## src/rtl/atan2_fe_pkg.sv

```systemverilog
package atan2_fe_pkg;
  localparam int FP_W   = 32;
  localparam int EXP_W  = 8;
  localparam int FRAC_W = 23;
  localparam int MAG_W  = FP_W - 1;
  localparam int QUIET_BIT = FRAC_W - 1;

  typedef enum logic [1:0] {
    CLS_ZERO   = 2'd0,
    CLS_FINITE = 2'd1,
    CLS_INF    = 2'd2,
    CLS_NAN    = 2'd3
  } fp_cls_e;

  // Round-to-nearest binary32 magnitudes of the angle constants
  localparam logic [MAG_W-1:0] MAG_ZERO   = '0;
  localparam logic [MAG_W-1:0] MAG_QTR_PI = 31'h3F490FDB;
  localparam logic [MAG_W-1:0] MAG_HALF_PI = 31'h3FC90FDB;
  localparam logic [MAG_W-1:0] MAG_3QTR_PI = 31'h4016CBE4;
  localparam logic [MAG_W-1:0] MAG_PI     = 31'h40490FDB;
endpackage

```

## src/rtl/fp_classify.sv

```systemverilog
module fp_classify
  import atan2_fe_pkg::*;
#(
  parameter int W  = FP_W,
  parameter int EW = EXP_W,
  parameter int FW = FRAC_W
) (
  input  logic [W-1:0]   word,
  output fp_cls_e        cls,
  output logic           sgn,
  output logic [W-2:0]   mag
);
  logic [EW-1:0] expo;
  logic [FW-1:0] frac;

  assign expo = word[W-2 -: EW];
  assign frac = word[FW-1:0];
  assign sgn  = word[W-1];
  assign mag  = word[W-2:0];

  always_comb begin
    if (expo == {EW{1'b1}})
      cls = (frac != '0) ? CLS_NAN : CLS_INF;
    else if (expo == '0 && frac == '0)
      cls = CLS_ZERO;
    else
      cls = CLS_FINITE; // subnormals included
  end
endmodule

```

## src/rtl/special_resolve.sv

```systemverilog
module special_resolve
  import atan2_fe_pkg::*;
(
  input  logic [FP_W-1:0]  y_word,
  input  logic [FP_W-1:0]  x_word,
  input  fp_cls_e          y_cls,
  input  fp_cls_e          x_cls,
  input  logic             mag_equal,
  output logic             is_special,
  output logic [FP_W-1:0]  spec_result
);
  logic sy, sx;
  logic [FP_W-1:0] quiet_mask;

  assign sy = y_word[FP_W-1];
  assign sx = x_word[FP_W-1];
  assign quiet_mask = FP_W'(1) << QUIET_BIT;

  always_comb begin
    is_special  = 1'b1;
    spec_result = '0;
    if (x_cls == CLS_NAN) begin
      spec_result = x_word | quiet_mask;
    end else if (y_cls == CLS_NAN) begin
      spec_result = y_word | quiet_mask;
    end else if (x_cls == CLS_INF && !sx) begin
      spec_result = {sy, (y_cls == CLS_INF) ? MAG_QTR_PI : MAG_ZERO};
    end else if (x_cls == CLS_INF) begin
      spec_result = {sy, (y_cls == CLS_INF) ? MAG_3QTR_PI : MAG_PI};
    end else if (y_cls == CLS_INF) begin
      spec_result = {sy, MAG_HALF_PI};
    end else if (x_cls == CLS_ZERO && y_cls != CLS_ZERO) begin
      spec_result = {sy, MAG_HALF_PI};
    end else if (y_cls == CLS_ZERO) begin
      spec_result = {sy, sx ? MAG_PI : MAG_ZERO};
    end else if (mag_equal) begin
      spec_result = {sy, sx ? MAG_3QTR_PI : MAG_QTR_PI};
    end else begin
      is_special = 1'b0;
    end
  end
endmodule

```

## src/rtl/octant_select.sv

```systemverilog
module octant_select
  import atan2_fe_pkg::*;
(
  input  logic             sy,
  input  logic             sx,
  input  logic [MAG_W-1:0] y_mag,
  input  logic [MAG_W-1:0] x_mag,
  output logic             mag_equal,
  output logic [FP_W-1:0]  num_o,
  output logic [FP_W-1:0]  den_o,
  output logic [FP_W-1:0]  offset_o,
  output logic             neg_o
);
  logic y_not_above;

  assign y_not_above = (y_mag <= x_mag);
  assign mag_equal   = (y_mag == x_mag);

  always_comb begin
    if (y_not_above) begin
      num_o    = {1'b0, y_mag};
      den_o    = {1'b0, x_mag};
      offset_o = {sy, sx ? MAG_PI : MAG_ZERO};
      neg_o    = sx ? ~sy : sy;
    end else begin
      num_o    = {1'b0, x_mag};
      den_o    = {1'b0, y_mag};
      offset_o = {sy, MAG_HALF_PI};
      neg_o    = (sx == sy);
    end
  end
endmodule

```

## src/rtl/atan2_front.sv

```systemverilog
module atan2_front
  import atan2_fe_pkg::*;
(
  input  logic            clk,
  input  logic            rst,
  input  logic            in_valid,
  output logic            in_ready,
  input  logic [31:0]     y_in,
  input  logic [31:0]     x_in,
  output logic            out_valid,
  input  logic            out_ready,
  output logic            special,
  output logic [31:0]     result,
  output logic [31:0]     num,
  output logic [31:0]     den,
  output logic [31:0]     offset,
  output logic            term_neg
);
  localparam int N_OPS = 2;

  logic [FP_W-1:0]  op_word [N_OPS];
  fp_cls_e          op_cls  [N_OPS];
  logic             op_sgn  [N_OPS];
  logic [MAG_W-1:0] op_mag  [N_OPS];

  assign op_word[0] = y_in;
  assign op_word[1] = x_in;

  for (genvar i = 0; i < N_OPS; i++) begin : g_cls
    fp_classify #(.W(FP_W), .EW(EXP_W), .FW(FRAC_W)) u_cls (
      .word (op_word[i]),
      .cls  (op_cls[i]),
      .sgn  (op_sgn[i]),
      .mag  (op_mag[i])
    );
  end

  logic            mag_eq;
  logic [FP_W-1:0] c_num, c_den, c_off;
  logic            c_neg;
  logic            c_spec;
  logic [FP_W-1:0] c_res;

  octant_select u_oct (
    .sy        (op_sgn[0]),
    .sx        (op_sgn[1]),
    .y_mag     (op_mag[0]),
    .x_mag     (op_mag[1]),
    .mag_equal (mag_eq),
    .num_o     (c_num),
    .den_o     (c_den),
    .offset_o  (c_off),
    .neg_o     (c_neg)
  );

  special_resolve u_spec (
    .y_word      (y_in),
    .x_word      (x_in),
    .y_cls       (op_cls[0]),
    .x_cls       (op_cls[1]),
    .mag_equal   (mag_eq),
    .is_special  (c_spec),
    .spec_result (c_res)
  );

  logic take;
  assign in_ready = ~out_valid | out_ready;
  assign take     = in_valid & in_ready;

  always_ff @(posedge clk) begin
    if (rst) begin
      out_valid <= 1'b0;
      special   <= 1'b0;
      result    <= '0;
      num       <= '0;
      den       <= '0;
      offset    <= '0;
      term_neg  <= 1'b0;
    end else if (take) begin
      out_valid <= 1'b1;
      special   <= c_spec;
      result    <= c_spec ? c_res : '0;
      num       <= c_spec ? '0 : c_num;
      den       <= c_spec ? '0 : c_den;
      offset    <= c_spec ? '0 : c_off;
      term_neg  <= c_spec ? 1'b0 : c_neg;
    end else if (out_ready) begin
      out_valid <= 1'b0;
    end
  end
endmodule

```

## config.mk

```make
export PLATFORM = sky130hd
export DESIGN_NAME = atan2_front
export DESIGN_NICKNAME = d
export VERILOG_FILES = /design/src/rtl/atan2_fe_pkg.sv /design/src/rtl/fp_classify.sv /design/src/rtl/special_resolve.sv /design/src/rtl/octant_select.sv /design/src/rtl/atan2_front.sv
export SDC_FILE = /design/constraint.sdc
export NUM_CORES = 1
export LEC_CHECK = 0
export CAP_MARGIN = 20
export CORE_MARGIN = 1.5
export CORE_UTILIZATION = 40
export DETAILED_ROUTE_END_ITERATION = 10
export DONT_BUFFER_PORTS = 1
export PLACE_DENSITY_LB_ADDON = 0.2
export RECOVER_POWER = 100
export SETUP_SLACK_MARGIN = 0.4
export SYNTH_ARGS = -nofsm -noshare
export SYNTH_HDL_FRONTEND = slang
export SYNTH_HIERARCHICAL = 1
export SYNTH_SLANG_ARGS = --single-unit
export TNS_END_PERCENT = 5
```

## constraint.sdc

```tcl
create_clock -name clk -period 5.1 [get_ports clk]
set_input_delay 1.02 -clock clk [delete_from_list [all_inputs] [get_ports clk]]
set_output_delay 1.02 -clock clk [all_outputs]
set_load 0.03 [all_outputs]
```

==> flow_summary.json <==
{
  "grt_antenna_before_repair": 0,
  "overflow": 0,
  "ctsHoldBuffers": 0,
  "postSynthAreaPerCell_um2": 8.434,
  "routed_via_density": 6.036,
  "grt_pass1_wl_mm": 41.35,
  "crit_type": "primary input to register",
  "yosys.area.top_type": "dfxtp_1",
  "synth_top_area_share": 0.2945,
  "r2r-start": "out_valid",
  "post-cts-setup-buffer-count": 0,
  "clk_latency_ns": 0.43,
  "layout.nets": 997,
  "ys_top_cells_by_area": "dfxtp_1 (29%), a21oi_1 (10%), nand4b_1 (9.5%)",
  "slew_headroom": -0.1756,
  "violations": "max-capacitance violations, max-slew violations",
  "dominantRegCellSynth": "dfxtp_1",
  "port_buffers": 0,
  "die_w_um": 152.2,
  "status": "finished with violations",
  "synth_commonest_cells": "a21oi_1 (179), dfxtp_1 (131), o21ai_0 (105)",
  "ys_ff_latch": 131,
  "wl_mm": 27.06,
  "drc": 0,
  "cts_max_path_buffers": 2,
  "synth_edf_count": 0,
  "r2r_slack_ns": 1.90,
  "hold_path_class": "register to register",
  "async_flop_share": 0,
  "slew_viol_final": 134,
  "cts-resized-gates": 0,
  "r2r_end": "num[5]",
  "ys_types": 55,
  "clock.fmax_mhz": 251.6,
  "cpPeakStageDelay_ns": 1.36,
  "routabilityCongestion": 0.8587,
  "yosys_warnings": 6,
  "cp-start-kind": "primary input",
  "cts.clk_slew.worst_paths_ns": 0.07,
  "dpl.hpwl_mm": 17.37,
  "hold_viol": 0,
  "antenna_cells": 0,
  "dp_cells": 1159,
  "syn_inst": 1056,
  "crit_slowest_cell": "clkinvlp_2",
  "setup_viol": 0,
  "yosysSeqAreaShare": 0.2945,
  "maxCapViolCount": 2,
  "path_max_fanout": 131,
  "rows": 54,
  "power_mw": 2.814,
  "cts_tree": "built",
  "grt_pass1_vias": 6755,
  "grtUsageTotal": 0.2246,
  "rsz0062_at_grt": "no",
  "io_pins": 200,
  "cts_made_buffers": 17,
  "cts.sinks": 131,
  "htreeDepth": 4,
  "die_y_um": 152.2,
  "crit_chain": "clkinvlp_2 -> clkbuf_2 -> o21ai_0 -> a21oi_1",
  "synth_most_common_cell": "a21oi_1",
  "avgRoutedWirePerCell_um": 22.72,
  "tns_ns": 0,
  "worst_pin_slew_ns": 1.754,
  "cp.arrival_ns": 4.26,
  "worstPathRequired_ns": 5.39,
  "min_period_over_period": 0.7792,
  "grt_max_degree": 132,
  "r2r_cells": 5,
  "fin_hold_ws_ns": 0.6211,
  "vias": 7189,
  "fin_skew_ns": 0.01070,
  "min_delay_path_depth": 2,
  "leakagePower_nw": 3.108,
  "fin_crit_ns": 3.974,
  "min_to": "offset[3]",
  "post-route-util": 0.3945,
  "drt.antenna.violating_nets": 0,
  "dieArea_um2": 23170,
  "area_growth_pct": -3.344,
  "cts_root_buf": "clkbuf_16",
  "core-area_um2": 21820,
  "fillers": 2194,
  "power_density_nw_per_um2": 326.9,
  "drive_above_1_share": 0.1306,
  "hp-start": "offset[3]",
  "end_kind": "register",
  "drt_iter0_drc": 500,
  "ir_drop_mv": 0.1518,
  "syn_area_um2": 8906,
  "drt-pass1-iter-count": 5,
  "initial_utilization": 0.4081,
  "finalNonFillerCells": 1191
}
cell type report:
class                      instances  area [um^2]  area share
clock buffer                      17        425.4     0.04942
clock inverter                    15        145.1     0.01686
inverter                          37        142.6     0.01657
multi-input combinational        702         4823      0.5603
sequential                       131         2623      0.3047
tap                              280        350.3     0.04070
timing repair buffer               9        98.84     0.01148
logic make-up (layout without fill, tap and decap cells):
family,Yosys count,after routing,synth area share
muxes,62,62,0.09357
and+or+nand+nor,258,258,0.1922
DFF,131,131,0.2945
other,1,12,0.0004211
AOI/OAI and AO/OA,337,337,0.2041
xor gates and xnor gates,2,2,0.001967
adders and majority gates,31,31,0.04355
buffers and inverters,234,78,0.1697
critical path: cells and delay by family:
family | cells | cell delay, ns
buffers and inverters | 2 | 2.58
AO/OA/AOI/OAI | 2 | 0.57
how the worst max path moves through the flow:
| stage | depth (start not counted) | from | slack, ns | endpoint |
|---|---|---|---|---|
| 2_1_floorplan | 13 | y_in[22] | 1.80 | offset[10] |
| 3_3_place_gp | 11 | x_in[22] | 1.18 | den[30] |
| 3_5_place_dp | 7 | x_in[7] | 1.18 | num[9] |
| 4_1_cts | 11 | x_in[22] | 1.62 | den[30] |
| 5_1_grt | 4 | in_valid | 0.75 | num[22] |
| 6_report | 4 | in_valid | 1.13 | den[20] |
flip-flops by register name, indices dropped and copies added, names as in the netlist:
register and count:
out_valid 1, result 32, den 32, special 1, num 32, term_neg 1, offset 32
through the flow:
step | instance area, um^2 | worst slack [ns]
2_1_floorplan | 8947 | 1.795
3_3_place_gp | 8051 | 1.184
3_5_place_dp | 8051 | 1.179
4_1_cts | 8622 | 1.621
5_1_grt | 8608 | 0.7520
6_report | 8608 | 1.126
layer usage:
metal,GRT usage,vias to the layer above,part of all wire
met3,0.08220,38,0.091
met2,0.3219,255,0.43
met4,0.08137,0,0.026
li1,-,3421,-
met5,0,-,0
met1,0.3072,3475,0.45
placed cells by master (no fill, tap or decap), drive strengths merged, types with 4 or more instances in the layout:
cell type  synthesis  routed
nor4              11      11
a21oi            179     179
nand2             40      40
nand4b            97      97
clkbuf            31      19
conb               1      12
nand4             42      42
nor2              39      39
and2               6       6
clkinvlp           0       6
mux2              62      62
inv               37      42
buf              166       7
dfxtp            131     131
nor3               4       4
or4                4       4
ha                31      31
o21ai            138     138
where the power goes:
group | total, mW | internal, mW | leakage [nW] | switching, mW
Clock | 1.20 | 0.681 | 0.265 | 0.521
Sequential | 1.24 | 1.08 | 1.07 | 0.157
Combinational | 0.373 | 0.181 | 1.77 | 0.192
Note: power is estimated with default switching activity, not from simulation.
